`config.mk`:
```
export PLATFORM = sky130hd
export DESIGN_NAME = xbus_csel_ctrl
export DESIGN_NICKNAME = d
export VERILOG_FILES = /design/src/rtl/xbus_pkg.sv /design/src/rtl/xbus_cfg_regs.sv /design/src/rtl/xbus_cs_decode.sv /design/src/rtl/xbus_access_seq.sv /design/src/rtl/xbus_csel_ctrl.sv
export SDC_FILE = /design/constraint.sdc
export NUM_CORES = 1
export LEC_CHECK = 0
export ABC_AREA = 1
export CORE_MARGIN = 2
export CORE_UTILIZATION = 45
export DETAILED_ROUTE_END_ITERATION = 8
export GPL_TIMING_DRIVEN = 0
export PLACE_DENSITY = 0.92
export SYNTH_ARGS = -nofsm -noshare
export SYNTH_HDL_FRONTEND = slang
export SYNTH_HIERARCHICAL = 1
export SYNTH_SLANG_ARGS = --single-unit
```
`constraint.sdc`:
```
create_clock -name clk -period 2.8 [get_ports clk]
set_clock_uncertainty 0.1 [all_clocks]
set_input_delay 0.56 -clock clk [delete_from_list [all_inputs] [get_ports clk]]
set_output_delay 0.56 -clock clk [all_outputs]
set_load 0.02 [all_outputs]
```
`src/rtl/xbus_pkg.sv`:
```
package xbus_pkg;

  // One configuration byte per chip-select region.
  typedef struct packed {
    logic [3:0] wait_code;   // strobe length code
    logic       sync_mode;   // 1 = synchronous memory
    logic       wr_allow;    // 1 = write strobe permitted
    logic [1:0] width_code;  // 00 8-bit, 01 16-bit, 10 32-bit, 11 reserved
  } cs_cfg_t;

  localparam int LEN_W   = 5;
  localparam int MAX_LEN = 16;

  localparam cs_cfg_t CFG_RESET = '{wait_code: 4'hF, sync_mode: 1'b0,
                                    wr_allow: 1'b0, width_code: 2'b00};

  // Strobe length in cycles: code + 2, saturating at MAX_LEN.
  function automatic logic [LEN_W-1:0] access_cycles(input logic [3:0] code);
    logic [LEN_W-1:0] raw;
    raw = {1'b0, code} + LEN_W'(2);
    if (raw > LEN_W'(MAX_LEN)) return LEN_W'(MAX_LEN);
    return raw;
  endfunction

  // Reserved width code is presented as 32-bit.
  function automatic logic [1:0] eff_width(input logic [1:0] code);
    return (code == 2'b11) ? 2'b10 : code;
  endfunction

endpackage

```
`src/rtl/xbus_cfg_regs.sv`:
```
module xbus_cfg_regs
  import xbus_pkg::*;
#(
  parameter int                  N_CS       = 4,
  parameter int                  CFG_AW     = 6,
  parameter int                  CFG_DW     = 16,
  parameter int                  REG_STRIDE = 4,
  parameter logic [CFG_AW-1:0]   LOCK_OFFS  = 6'h20,
  parameter logic [CFG_DW-1:0]   UNLOCK_KEY = 16'hA05F
) (
  input  logic                  clk,
  input  logic                  rst,
  input  logic                  cfg_req,
  input  logic                  cfg_we,
  input  logic [CFG_AW-1:0]     cfg_addr,
  input  logic [CFG_DW-1:0]     cfg_wdata,
  output logic [CFG_DW-1:0]     cfg_rdata,
  output cs_cfg_t [N_CS-1:0]    cs_cfg
);

  localparam int CFG_BITS = $bits(cs_cfg_t);

  cs_cfg_t            cfg_q [N_CS];
  logic               unlocked_q;
  logic               lock_hit;
  logic [N_CS-1:0]    reg_hit;
  logic [CFG_DW-1:0]  rd_val;

  assign lock_hit = cfg_req && cfg_we && (cfg_addr == LOCK_OFFS);

  always_ff @(posedge clk) begin
    if (rst)           unlocked_q <= 1'b0;
    else if (lock_hit) unlocked_q <= (cfg_wdata == UNLOCK_KEY);
  end

  generate
    for (genvar g = 0; g < N_CS; g++) begin : g_cfg
      assign reg_hit[g] = (cfg_addr == CFG_AW'(g * REG_STRIDE));

      always_ff @(posedge clk) begin
        if (rst)
          cfg_q[g] <= CFG_RESET;
        else if (cfg_req && cfg_we && reg_hit[g] && unlocked_q)
          cfg_q[g] <= cs_cfg_t'(cfg_wdata[CFG_BITS-1:0]);
      end

      assign cs_cfg[g] = cfg_q[g];
    end
  endgenerate

  always_comb begin
    rd_val = '0;
    if (cfg_addr == LOCK_OFFS) rd_val[0] = unlocked_q;
    for (int k = 0; k < N_CS; k++)
      if (reg_hit[k]) rd_val[CFG_BITS-1:0] = cfg_q[k];
  end

  always_ff @(posedge clk) begin
    if (rst)                    cfg_rdata <= '0;
    else if (cfg_req && !cfg_we) cfg_rdata <= rd_val;
  end

  // locked configuration writes leave every byte unchanged
  p_locked_drop_r3: assert property (@(posedge clk) disable iff (rst)
    (cfg_req && cfg_we && !unlocked_q && cfg_addr != LOCK_OFFS) |=> $stable(cs_cfg));

  // the key value unlocks, anything else locks
  p_key_unlock_r2: assert property (@(posedge clk) disable iff (rst)
    (lock_hit && cfg_wdata == UNLOCK_KEY) |=> unlocked_q);
  p_key_relock_r2: assert property (@(posedge clk) disable iff (rst)
    (lock_hit && cfg_wdata != UNLOCK_KEY) |=> !unlocked_q);

endmodule

```
`src/rtl/xbus_cs_decode.sv`:
```
module xbus_cs_decode
  import xbus_pkg::*;
#(
  parameter int N_CS = 4,
  localparam int CS_W = $clog2(N_CS)
) (
  input  logic [CS_W-1:0]       cs_field,
  input  cs_cfg_t [N_CS-1:0]    cs_cfg,
  output logic [N_CS-1:0]       cs_onehot,
  output cs_cfg_t               sel_cfg
);

  generate
    for (genvar g = 0; g < N_CS; g++) begin : g_dec
      assign cs_onehot[g] = (cs_field == CS_W'(g));
    end
  endgenerate

  assign sel_cfg = cs_cfg[cs_field];

endmodule

```
`src/rtl/xbus_access_seq.sv`:
```
module xbus_access_seq
  import xbus_pkg::*;
#(
  parameter int N_CS   = 4,
  parameter int ADDR_W = 24,
  parameter int DATA_W = 32,
  localparam int BE_W  = DATA_W / 8,
  localparam int RUN_W = LEN_W + 1
) (
  input  logic               clk,
  input  logic               rst,
  input  logic               req_valid,
  input  logic               req_write,
  input  logic [ADDR_W-1:0]  req_addr,
  input  logic [DATA_W-1:0]  req_wdata,
  input  logic [BE_W-1:0]    req_be,
  input  cs_cfg_t            sel_cfg,
  input  logic [N_CS-1:0]    cs_onehot,
  output logic               req_ready,
  output logic               req_ack,
  output logic [DATA_W-1:0]  req_rdata,
  output logic               wr_err,
  output logic [N_CS-1:0]    mem_cs_n,
  output logic               mem_oe_n,
  output logic               mem_we_n,
  output logic [ADDR_W-1:0]  mem_addr,
  output logic [DATA_W-1:0]  mem_wdata,
  output logic [BE_W-1:0]    mem_be,
  output logic               mem_sync,
  output logic [1:0]         mem_width,
  input  logic [DATA_W-1:0]  mem_rdata
);

  logic             busy_q;
  logic [LEN_W-1:0] cnt_q;
  logic             wr_q;
  logic             allow_q;

  assign req_ready = !busy_q;

  always_ff @(posedge clk) begin
    if (rst) begin
      busy_q    <= 1'b0;
      cnt_q     <= '0;
      wr_q      <= 1'b0;
      allow_q   <= 1'b0;
      req_ack   <= 1'b0;
      req_rdata <= '0;
      wr_err    <= 1'b0;
      mem_cs_n  <= '1;
      mem_oe_n  <= 1'b1;
      mem_we_n  <= 1'b1;
      mem_addr  <= '0;
      mem_wdata <= '0;
      mem_be    <= '0;
      mem_sync  <= 1'b0;
      mem_width <= 2'b00;
    end else begin
      req_ack <= 1'b0;
      if (busy_q) begin
        if (cnt_q == '0) begin
          busy_q   <= 1'b0;
          mem_cs_n <= '1;
          mem_oe_n <= 1'b1;
          mem_we_n <= 1'b1;
          req_ack  <= 1'b1;
          if (wr_q && !allow_q) wr_err    <= 1'b1;
          if (!wr_q)            req_rdata <= mem_rdata;
        end else begin
          cnt_q <= cnt_q - LEN_W'(1);
        end
      end else if (req_valid) begin
        busy_q    <= 1'b1;
        cnt_q     <= access_cycles(sel_cfg.wait_code) - LEN_W'(1);
        wr_q      <= req_write;
        allow_q   <= sel_cfg.wr_allow;
        mem_cs_n  <= ~cs_onehot;
        mem_oe_n  <= req_write;
        mem_we_n  <= !(req_write && sel_cfg.wr_allow);
        mem_addr  <= req_addr;
        mem_wdata <= req_wdata;
        mem_be    <= req_be;
        mem_sync  <= sel_cfg.sync_mode;
        mem_width <= eff_width(sel_cfg.width_code);
      end
    end
  end

  // Run-length counter of consecutive chip-select cycles, for the length bound.
  logic [RUN_W-1:0] run_q;
  always_ff @(posedge clk) begin
    if (rst)                run_q <= '0;
    else if (mem_cs_n != '1) run_q <= run_q + RUN_W'(1);
    else                    run_q <= '0;
  end

  // no strobe run exceeds the saturated length
  p_len_bound_r5: assert property (@(posedge clk) disable iff (rst)
    run_q <= RUN_W'(MAX_LEN));
  // acknowledge is a single-cycle pulse
  p_ack_pulse_r5: assert property (@(posedge clk) disable iff (rst)
    req_ack |=> !req_ack);
  // at most one chip select active
  p_one_cs_r4: assert property (@(posedge clk) disable iff (rst)
    $onehot0(~mem_cs_n));
  // a strobe is only active under a chip select
  p_strobe_in_cs_r4: assert property (@(posedge clk) disable iff (rst)
    (!mem_oe_n || !mem_we_n) |-> (mem_cs_n != '1));
  // read and write strobes never overlap
  p_strobe_excl_r6: assert property (@(posedge clk) disable iff (rst)
    !(!mem_oe_n && !mem_we_n));
  // error flag is sticky
  p_err_sticky_r7: assert property (@(posedge clk) disable iff (rst)
    wr_err |=> wr_err);
  // a blocked write never pulls the write strobe
  p_blocked_we_r7: assert property (@(posedge clk) disable iff (rst)
    (busy_q && wr_q && !allow_q) |-> mem_we_n);
  // captured address held for the whole access
  p_addr_hold_r9: assert property (@(posedge clk) disable iff (rst)
    busy_q |=> (!busy_q || $stable(mem_addr)));

endmodule

```
`src/rtl/xbus_csel_ctrl.sv`:
```
module xbus_csel_ctrl
  import xbus_pkg::*;
#(
  parameter int                N_CS       = 4,
  parameter int                ADDR_W     = 24,
  parameter int                DATA_W     = 32,
  parameter int                CFG_AW     = 6,
  parameter int                CFG_DW     = 16,
  parameter logic [CFG_AW-1:0] LOCK_OFFS  = 6'h20,
  parameter logic [CFG_DW-1:0] UNLOCK_KEY = 16'hA05F,
  localparam int               BE_W       = DATA_W / 8,
  localparam int               CS_W       = $clog2(N_CS)
) (
  input  logic               clk,
  input  logic               rst,
  input  logic               cfg_req,
  input  logic               cfg_we,
  input  logic [CFG_AW-1:0]  cfg_addr,
  input  logic [CFG_DW-1:0]  cfg_wdata,
  output logic [CFG_DW-1:0]  cfg_rdata,
  input  logic               req_valid,
  input  logic               req_write,
  input  logic [ADDR_W-1:0]  req_addr,
  input  logic [DATA_W-1:0]  req_wdata,
  input  logic [BE_W-1:0]    req_be,
  output logic               req_ready,
  output logic               req_ack,
  output logic [DATA_W-1:0]  req_rdata,
  output logic               wr_err,
  output logic [N_CS-1:0]    mem_cs_n,
  output logic               mem_oe_n,
  output logic               mem_we_n,
  output logic [ADDR_W-1:0]  mem_addr,
  output logic [DATA_W-1:0]  mem_wdata,
  output logic [BE_W-1:0]    mem_be,
  output logic               mem_sync,
  output logic [1:0]         mem_width,
  input  logic [DATA_W-1:0]  mem_rdata
);

  cs_cfg_t [N_CS-1:0] cs_cfg;
  cs_cfg_t            sel_cfg;
  logic [N_CS-1:0]    cs_onehot;

  xbus_cfg_regs #(
    .N_CS(N_CS), .CFG_AW(CFG_AW), .CFG_DW(CFG_DW), .REG_STRIDE(4),
    .LOCK_OFFS(LOCK_OFFS), .UNLOCK_KEY(UNLOCK_KEY)
  ) cfg_regs_i (
    .clk(clk), .rst(rst), .cfg_req(cfg_req), .cfg_we(cfg_we),
    .cfg_addr(cfg_addr), .cfg_wdata(cfg_wdata), .cfg_rdata(cfg_rdata),
    .cs_cfg(cs_cfg)
  );

  xbus_cs_decode #(.N_CS(N_CS)) decode_i (
    .cs_field(req_addr[ADDR_W-1 -: CS_W]), .cs_cfg(cs_cfg),
    .cs_onehot(cs_onehot), .sel_cfg(sel_cfg)
  );

  xbus_access_seq #(.N_CS(N_CS), .ADDR_W(ADDR_W), .DATA_W(DATA_W)) seq_i (
    .clk(clk), .rst(rst), .req_valid(req_valid), .req_write(req_write),
    .req_addr(req_addr), .req_wdata(req_wdata), .req_be(req_be),
    .sel_cfg(sel_cfg), .cs_onehot(cs_onehot), .req_ready(req_ready),
    .req_ack(req_ack), .req_rdata(req_rdata), .wr_err(wr_err),
    .mem_cs_n(mem_cs_n), .mem_oe_n(mem_oe_n), .mem_we_n(mem_we_n),
    .mem_addr(mem_addr), .mem_wdata(mem_wdata), .mem_be(mem_be),
    .mem_sync(mem_sync), .mem_width(mem_width), .mem_rdata(mem_rdata)
  );

endmodule

```
* Yosys cells after proc, flatten, opt, wreduce, memory -nomap -nowiden
Memory sizes are Yosys's and may differ from the RTL's.
Cells that the tools add are included.
** Operators by class
- $add $sub $neg :: 3
- Magnitude comparators :: 2
- Eq/ne operators :: 11
- Multiplexer cells :: 50
- Bitwise operators :: 7
- Reduce and logical (&&, ||, !) cells :: 27
** Operators by type and width (number)
- 2-to-1 mux 8 bit :: 9
- 2-to-1 mux 5 bit :: 8
- 2-to-1 mux 1 bit :: 28
- binary-select mux 8 bit (select 2 bit) :: 1
- equality test 16 bit (second input constant) :: 1
- logical AND 1 bit :: 13
- equality test 6 x 4 -> 1 bit (second input constant) :: 2
- 2-to-1 mux 4 bit :: 3
- subtractor 5 x 1 -> 5 bit (second input constant) :: 2
- equality test 2 bit (second input constant) :: 3
- equality test 6 x 3 -> 1 bit (second input constant) :: 1
- equality test 6 bit (second input constant) :: 1
- zero test 6 bit :: 1
- AND reduction 2 bit :: 3
- AND reduction 3 bit :: 2
- adder 4 x 2 -> 5 bit (second input constant) :: 1
- greater-than comparator 5 bit (second input constant) :: 1
- zero test 5 bit :: 1
- zero test 1 bit :: 4
- inequality test 2 bit (second input constant) :: 2
- NOT 4 bit :: 1
- OR 1 bit :: 4
- less-than comparator 2 x 3 -> 1 bit (second input constant) :: 1
- equality test 2 x 1 -> 1 bit (second input constant) :: 1
- other kinds (5) :: 6
** Storage, ports and cells
- Flip-flop bits (word level) :: 120
- Bits in writable memories :: 32
- Input bits :: 120
- Memories kept :: 1
** Memory list
- cfg_regs_i.cfg_q :: words 4, bits a word 8, rd ports 4, clocked after Yosys merged registers in 0, write ports 4, RTL line xbus_cfg_regs.sv:23 : cs_cfg_t cfg_q [N_CS];

* Logic depth before layout (Yosys ltp)
Gate-level depths: netlist of run 1.
An unclocked memory read counts as a cell.
- Word-level depth :: 16
- Gate-level depth with buffers :: 16
- Gate-level depth less buffers :: 15

* Modules after synthesis
The synthesis of run 1 kept the hierarchy.
** Modules (own cells, without submodules)
- xbus_access_seq :: times used 1, cells an instance 526, area each 4073.9 µm², sequential area each 2222.1 µm²
- xbus_cfg_regs :: times used 1, cells an instance 226, area each 2035.7 µm², sequential area each 1141.1 µm²
- xbus_cs_decode :: times used 1, cells an instance 83, area each 349.1 µm², sequential area each 0.0 µm²

* Least setup slack after synthesis of run 1
OpenSTA, ideal clock, no wires.
- Kind :: input-to-reg
- From :: input req_addr[22]
- To :: register seq_i.cnt_q[4]
- Arrival time :: 1927 ps
- Path slack :: 665 ps
- Stages on the path :: 14
- Path through :: buf_6 > buf_12 > nand2_2 > nand2_1 > nand2_1 > nand2_1 > nand3_1 > a31oi_2 > ha_1 > nand3_1 > o21bai_1 > nand3_1 > nand2_1 > inv_1
** RTL lines
- from (decl) :: RTL line xbus_csel_ctrl.sv:23 : input logic [ADDR_W-1:0] req_addr,
- to (signal assigned) :: RTL line xbus_access_seq.sv:70 : cnt_q <= cnt_q - LEN_W'(1);
- to (signal assigned) :: RTL line xbus_access_seq.sv:74 : cnt_q <= access_cycles(sel_cfg.wait_code) - LEN_W'(1);
- to (decl) :: RTL line xbus_access_seq.sv:35 : logic [LEN_W-1:0] cnt_q;

==> flow_metrics.tcl, run 1 <==
set metrics [dict create \
    drt-total-wl_mm 18.88 \
    peakVddDrop_v 0.0005046 \
    syn_avg_cell_area_um2 7.735 \
    synth.most_common_cell "nor2_1" \
    area_growth_syn_to_layout_pct 48.68 \
    arrival_ns 2.78 \
    cp_cell_sequence "clkdlybuf4s50_1 > buf_6 > buf_12 > nand2_2 > nand2_1 > nand2_1 > nand2_1 > nand3_1 > a31oi_2 > ha_1 > nand3_1 > o21bai_1 > nand3_1 > nand2_1 > inv_1" \
    cts_max_level 4 \
    cts_tree "done" \
    clk_path_buf_depth 2 \
    critPathKind "input pin to register" \
    grt_pass1_vias 6094 \
    max_freq_ghz 0.3890 \
    drtPass1Iterations 5 \
    gp_congestion 0.9110 \
    place_area_um2 9022 \
    via_count 6456 \
    worst_pin_slew_ns 1.157 \
    drtAntennaViolNets 0 \
    clockRootBuffer "clkbuf_16" \
    ios 240 \
    status "complete, no violations" \
    dp_slack_ns -0.3380 \
    synth_common_cells "246 x nor2_1, 155 x nand2_1, 120 x dfxtp_1" \
    antenna_found_initial 0 \
    setup_slack_ns 0.2291 \
    grt_setup_unrepaired "false" \
    power.leakage_nw 4.084 \
    syn_area_um2 6459 \
    start_kind "input pin" \
    yosysWarnings 6 \
    syn_inst 835 \
    yosysUniqueCellTypes 39 \
    setup_violations 0 \
    dp_hpwl_mm 14.02 \
    finalCriticalPeriod_ns 2.571 \
    seq_area_frac_synth 0.5207 \
    cap_violations 0 \
    cts-buffers-inserted 17 \
    clk_latency_ns 0.41 \
    p_per_area_nw_per_um2 629.0 \
    synth_area_leaders "dfxtp_1 37%, edfxtp_1 15%, nor2_1 14%" \
    critPathRequiredTime_ns 3.01 \
    layout.nets 1214 \
    max_stage_delay_ns 0.60 \
    avgViaCountPerCell 5.024 \
    power_mw 6.041 \
    postCtsSetupBuffers 0 \
    cp.buffers_inverters 4 \
    crit_fanout 10 \
    dp_cells 1253 \
    synth_top_cell_by_area "dfxtp_1" \
    ys_ff_latch 152 \
    die_width_um 123.8 \
    wire_per_inst_um 14.69 \
    overflow 0 \
    final_cells 1285 \
    critPathTopFamily "buffers and inverters" \
    final_area_um2 9603 \
    hold_viol 0 \
    rows 43 \
    grt_first_pass_wirelength_mm 28.65 \
    start_util 0.4635 \
    utilization 0.6891 \
    holdCritPathClass "register to register" \
    synth_flop_cell "dfxtp_1" \
    cts_sinks 152 \
    async_flop_share 0 \
    fp.coreArea_um2 13930 \
    drive_above_1_share 0.07330 \
    grt_max_degree 17 \
    cts_hold_buf 0 \
    cts.clk_slew.worst_paths_ns 0.06 \
    finalCritPeriodShare 0.9182 \
    crit_slowest_cell "clkdlybuf4s50_1" \
    endpoint_kind "register" \
    cpMostUsedCell "nand2_1" \
    drc_errors 0 \
    synth_top_cell_area_share 0.3719 \
    die_h_um 123.8 \
    die-area_um2 15330 \
    num_antenna_cells 0 \
    slew_viol_final 0 \
    synth-edff-count 32 \
    groute.usage.overall 0.2419 \
    portBuffers 231 \
    drt_iter0_markers 371 \
    timing.slew.headroom 0.2204 \
]
## cell usage in the layout (no fill, tap or decap), drive strengths merged, types with 3 or more instances in the layout
master           n
clkbuf          43
a21boi           7
nand3           20
edfxtp          32
dfxtp          120
o21ai          102
nand4            9
inv             52
nor3             4
nor2           253
buf             26
clkinv           4
clkdlybuf4s50  230
conb             8
nand2          159
clkinvlp         3
a21oi           21
## worst paths after layout
check	from	endpoint	slack [ns]	depth (start not counted)
max	req_addr[22]	seq_i/cnt_q[4]	0.23	15
min	seq_i/mem_cs_n[2]	seq_i/mem_cs_n[2]	0.36	2
max reg2reg	cfg_regs_i/unlocked_q	cfg_regs_i/cfg_q[0][2]	0.57	4
min reg2reg	seq_i/mem_cs_n[2]	seq_i/mem_cs_n[2]	0.36	2
## per-layer routing
metal / vias up / wire length, µm / GRT usage
met5: - / 0 / 0
met4: 0 / 572 / 0.1122
met3: 47 / 1616 / 0.07280
met2: 289 / 9498 / 0.4279
met1: 2954 / 7195 / 0.2652
li1: 3166 / - / -
## power breakdown
part	internal (mW)	switching [mW]
Combinational	0.604	0.711
Sequential	2.42	0.100
Clock	1.33	0.881
## flip-flops by register name, indices dropped and copies added (netlist names)
name,cells
seq_i/req_ack,1
seq_i/mem_be,4
seq_i/req_rdata,32
seq_i/wr_err,1
cfg_regs_i/cfg_q,32
cfg_regs_i/unlocked_q,1
seq_i/allow_q,1
seq_i/wr_q,1
seq_i/busy_q,1
cfg_regs_i/cfg_rdata,8
seq_i/mem_addr,24
seq_i/mem_sync,1
seq_i/cnt_q,5
seq_i/mem_wdata,32
seq_i/mem_width,2
seq_i/mem_oe_n,1
seq_i/mem_cs_n,4
seq_i/mem_we_n,1
## timing repair
| item | 4_1_cts | 5_1_grt |
|---|---|---|
| resized for setup | 0 | 1 |
| endpoints found under the setup margin | 0 | 2 |
| endpoints found under the hold margin | 0 | 0 |
## cell type report
| cell class | instances | area (µm²) |
|---|---|---|
| fill | 1059 | 4332 |
| sequential | 152 | 3363 |
| multi-input combinational | 593 | 2628 |
| timing repair buffer | 231 | 2315 |
| clock buffer | 23 | 489.2 |
| buffer | 46 | 302.8 |
| tap | 180 | 225.2 |
| inverter | 51 | 191.4 |
| clock inverter | 9 | 88.84 |
## kinds of logic (layout without fill, tap and decap cells)
| family | Yosys count | after routing | synth area share |
|---|---|---|---|
| DFF | 152 | 152 | 0.5207 |
| xor gates and xnor gates | 1 | 1 | 0.001356 |
| and+or+nand+nor | 447 | 447 | 0.2857 |
| other | 1 | 8 | 0.0005806 |
| adders and majority gates | 2 | 2 | 0.003874 |
| AOI/OAI and AO/OA | 135 | 135 | 0.1112 |
| buffers and inverters | 97 | 360 | 0.07652 |
## stage by stage
step | setup TNS, ns | hold slack, ns
after floorplan | 0 | 0.3302
after global placement | -12.83 | 0.3391
after detailed placement | -14.00 | 0.3468
after CTS | 0 | 0.3623
after global routing | 0 | 0.3759
final | 0 | 0.3586
## worst min-delay path, cell delays in order (launching register included)
cell,delay (ns)
dfxtp_1,0.33
nand2_1,0.05
nand3_1,0.05
Note: power is estimated with default switching activity, not from simulation.
==> inputs of run 2 (changes only) <==
SLEW_MARGIN = 20   (was default)
TNS_END_PERCENT = 1   (was default)
==> flow_metrics.tcl, run 2 (synthesis results as in run 1) <==
set metrics [dict create \
    cts_tree "done" \
    final_common_cell "nor2_1" \
    num_antenna_cells 0 \
    max_freq_ghz 0.3890 \
    wire_per_inst_um 14.69 \
    grt_max_degree 17 \
    drt_iter0_markers 374 \
    start_util 0.4635 \
    area_growth_syn_to_layout_pct 48.68 \
    dp_slack_ns -0.3380 \
    arrival_ns 2.78 \
    groute.usage.overall 0.2419 \
    dp_hpwl_mm 14.02 \
    drc_errors 0 \
    drtAntennaViolNets 0 \
    clockRootBuffer "clkbuf_16" \
    crit_fanout 10 \
    slew_viol_final 0 \
    critPathKind "input pin to register" \
    power.leakage_nw 4.084 \
    endpoint_kind "register" \
    cts-buffers-inserted 17 \
    setup_violations 0 \
    power.share.clock 0.366 \
    grt_pass1_vias 6094 \
    cts.clk_slew.worst_paths_ns 0.06 \
    cp_cell_sequence "clkdlybuf4s50_1 > buf_6 > buf_12 > nand2_2 > nand2_1 > nand2_1 > nand2_1 > nand3_1 > a31oi_2 > ha_1 > nand3_1 > o21bai_1 > nand3_1 > nand2_1 > inv_1" \
    portBuffers 231 \
    die_h_um 123.8 \
    utilization 0.6891 \
    r2r_start "cfg_regs_i/unlocked_q" \
    critPathLaunch "req_addr[22]" \
    die-area_um2 15330 \
    layout.nets 1214 \
    cts_hold_buf 0 \
    via_count 6448 \
    cpMostUsedCell "nand2_1" \
    grt_first_pass_wirelength_mm 28.65 \
    setup_slack_ns 0.2295 \
    power_mw 6.041 \
    clk_latency_ns 0.41 \
    grt_setup_unrepaired "false" \
    rr_worst_depth 4 \
    fp.coreArea_um2 13930 \
    power_frac_comb 0.218 \
    hold_depth 2 \
    clk_path_buf_depth 2 \
    cap_violations 0 \
    p_switching_mw 1.692 \
    gp_congestion 0.9110 \
    rows 43 \
    max_stage_delay_ns 0.60 \
    drt-total-wl_mm 18.88 \
    crit_slowest_cell "clkdlybuf4s50_1" \
    critPathRequiredTime_ns 3.01 \
    antenna_found_initial 0 \
    holdCritPathClass "register to register" \
    p_sw_frac 0.2801 \
    finalCritPeriodShare 0.9180 \
    r2r_slack_ns 0.87 \
    avgViaCountPerCell 5.018 \
    p_per_area_nw_per_um2 629.1 \
    hold_viol 0 \
    status "complete, no violations" \
    overflow 0 \
    start_kind "input pin" \
    timing.slew.headroom 0.4720 \
    drtPass1Iterations 6 \
    drive_above_1_share 0.07330 \
    die_width_um 123.8 \
    cts_max_level 4 \
    reg_top3 "cfg_regs_i/cfg_q x32, seq_i/mem_wdata x32, seq_i/req_rdata x32" \
    cts_sinks 152 \
    seqPwrFrac 0.417 \
    peakVddDrop_v 0.0005044 \
    worstReg2RegEnd "cfg_regs_i/cfg_q[0][2]" \
    worst_pin_slew_ns 0.7908 \
    ios 240 \
    final_cell_mix "246 x nor2_1, 230 x clkdlybuf4s50_1, 155 x nand2_1, 120 x dfxtp_1, 87 x o21ai_0" \
    internal_power_mw 4.349 \
    timing.critical_path.to "seq_i/cnt_q[4]" \
    postCtsSetupBuffers 0 \
    finalCriticalPeriod_ns 2.571 \
]
run 2: cell type report:
type,instances,area [µm²]
buffer,46,302.8
timing repair buffer,231,2315
inverter,51,191.4
clock buffer,23,489.2
tap,180,225.2
sequential,152,3363
fill,1059,4332
clock inverter,9,88.84
multi-input combinational,593,2628
run 2: worst min path at each step:
stage                         to  slack, ns         startpoint
2_1_floorplan      seq_i/allow_q       0.33      seq_i/allow_q
3_3_place_gp   seq_i/mem_cs_n[3]       0.34  seq_i/mem_cs_n[3]
3_5_place_dp   seq_i/mem_cs_n[2]       0.35  seq_i/mem_cs_n[2]
4_1_cts             seq_i/wr_err       0.36       seq_i/wr_err
5_1_grt        seq_i/mem_cs_n[2]       0.38  seq_i/mem_cs_n[2]
6_report       seq_i/mem_cs_n[2]       0.36  seq_i/mem_cs_n[2]
run 2: power by group through the flow:
stage	combinational, mW	sequential, mW	clock (mW)
after CTS	1.31	2.52	2.24
after global routing	1.42	2.54	2.34
after floorplan	0.488	2.74	0
final	1.31	2.52	2.21
after detailed placement	1.30	2.56	0
after global placement	1.28	2.55	0
run 2: timing repair:
action,in CTS,in global routing
resized for setup,0,1
setup endpoints to repair,0,2
hold endpoints to repair,0,0
run 2: layer usage:
layer,global-route usage,up-vias,wire length [µm]
met3,0.07280,46,1601
met2,0.4279,290,9495
met5,0,-,0
met4,0.1122,0,573
met1,0.2652,2948,7210
li1,-,3164,-
run 2: worst max-delay path: cells and delay by family:
| kind | cells | cell delay, ns |
|---|---|---|
| buf+inv | 4 | 0.96 |
| simple gates | 8 | 0.66 |
| compound gates | 2 | 0.39 |
| fa+ha+maj | 1 | 0.20 |
run 2: through the flow:
step	cell area (µm²)	hold slack, ns	TNS, ns	std cells
CTS	9600	0.3623	0	1285
finish	9603	0.3587	0	1285
floorplan	6485	0.3302	0	842
detailed placement	9022	0.3468	-14.00	1253
global placement	9022	0.3391	-12.83	1253
global route	9603	0.3759	0	1285
==> inputs of run 3 (changes only) <==
GPL_TIMING_DRIVEN = default   (was 0)
RECOVER_POWER = 25   (was default)
SKIP_LAST_GASP = 1   (was default)
==> flow_metrics.tcl, run 3 (synthesis results as in run 1) <==
set metrics [dict create \
    drtPass1Iterations 5 \
    start_util 0.4635 \
    grt_first_pass_wirelength_mm 28.01 \
    multi_input_area_um2 2594 \
    cts-buffers-inserted 17 \
    reg_top3 "cfg_regs_i/cfg_q x32, seq_i/mem_wdata x32, seq_i/req_rdata x32" \
    critPathKind "register to primary output" \
    dp_hpwl_mm 13.22 \
    utilization 0.6724 \
    area_growth_syn_to_layout_pct 45.08 \
    antenna_found_initial 0 \
    ios 240 \
    wire_per_inst_um 14.42 \
    setup_violations 0 \
    fp.coreArea_um2 13930 \
    holdCritPathClass "register to register" \
    clk_latency_ns 0.42 \
    avgViaCountPerCell 4.995 \
    drive_above_1_share 0.06227 \
    num_antenna_cells 0 \
    layout.nets 1186 \
    critPathLaunch "seq_i/busy_q" \
    grt_max_degree 50 \
    final_cell_mix "248 x nor2_1, 229 x clkdlybuf4s50_1, 156 x nand2_1, 120 x dfxtp_1, 89 x o21ai_0" \
    rows 43 \
    drt-total-wl_mm 18.11 \
    slew_viol_final 0 \
    postCtsSetupBuffers 0 \
    drtAntennaViolNets 0 \
    place_area_um2 8880 \
    cts_max_level 4 \
    endpoint_kind "primary output" \
    hold_depth 2 \
    start_kind "register" \
    finalCritPeriodShare 0.8841 \
    status "complete, no violations" \
    final_common_cell "nor2_1" \
    clk_path_buf_depth 2 \
    cts_hold_buf 0 \
    final_cells 1256 \
    critPathRequiredTime_ns 2.14 \
    cts_sinks 152 \
    r2r_start "seq_i/busy_q" \
    drc_errors 0 \
    overflow 0 \
    p_per_area_nw_per_um2 624.5 \
    r2r_slack_ns 0.37 \
    max_freq_ghz 0.4040 \
    cts.clk_slew.worst_paths_ns 0.06 \
    die_width_um 123.8 \
    power_mw 5.852 \
    seqCellArea_um2 3363 \
    die_h_um 123.8 \
    clockRootBuffer "clkbuf_16" \
    worstReg2RegEnd "seq_i/mem_addr[1]" \
    hold_viol 0 \
    grt_setup_unrepaired "false" \
    rr_worst_depth 6 \
    drt_iter0_markers 401 \
    dp_cells 1225 \
    cts_resized 0 \
    portBuffers 231 \
    power.leakage_nw 3.996 \
    grt_pass1_vias 5939 \
    timing.critical_path.to "req_ready" \
    gp_congestion 0.8808 \
    nFillCells 1098 \
    groute.usage.overall 0.2344 \
    peakVddDrop_v 0.0004022 \
    timing.slew.headroom 0.5558 \
    finalCriticalPeriod_ns 2.476 \
    cts_tree "done" \
    die-area_um2 15330 \
    worst_pin_slew_ns 0.6656 \
    via_count 6274 \
    cap_violations 0 \
    final_area_um2 9370 \
    crit_fanout 14 \
    timing.setup.tns_ns 0 \
    arrival_ns 1.82 \
]
## run 3: routing by layer
layer	GRT usage	vias up	wire length (µm)	share of wire
li1	-	3107	-	-
met1	0.2674	2838	6910	0.38
met2	0.3911	275	8854	0.49
met3	0.07280	54	1586	0.088
met4	0.1278	0	760	0.042
met5	0	-	0	0
## run 3: worst min path at each step
stage | startpoint | end | slack (ns)
4_1_cts | seq_i/wr_err | seq_i/wr_err | 0.35
3_3_place_gp | seq_i/wr_err | seq_i/wr_err | 0.34
5_1_grt | cfg_regs_i/cfg_rdata[7] | cfg_regs_i/cfg_rdata[7] | 0.39
6_report | seq_i/wr_err | seq_i/wr_err | 0.35
2_1_floorplan | seq_i/allow_q | seq_i/allow_q | 0.33
3_5_place_dp | seq_i/wr_err | seq_i/wr_err | 0.34
## run 3: power breakdown
part,internal (mW),switching (mW)
Sequential,2.42,0.0972
Clock,1.20,0.882
Combinational,0.574,0.683
Total,4.19,1.66
## run 3: stage by stage
step / hold WS (ns) / setup WS (ns)
after global routing: 0.3887 / 0.1720
after floorplan: 0.3302 / 0.6647
after detailed placement: 0.3418 / 0.05855
after global placement: 0.3356 / 0.1242
final: 0.3525 / 0.3245
after CTS: 0.3538 / 0.3939
## run 3: cell type report
cell class	instances	share of cell area
flip-flops and latches	152	0.3589
clock buffers	20	0.04994
clock inverters	11	0.007611
well taps	180	0.02404
multi-input cells	593	0.2768
repair buffers	249	0.2623
inverters	51	0.02043
## run 3: critical path, cell delays in order (launching register included)
cell             delay [ns]
dfxtp_1                0.36
inv_1                  0.33
clkdlybuf4s50_1        0.70
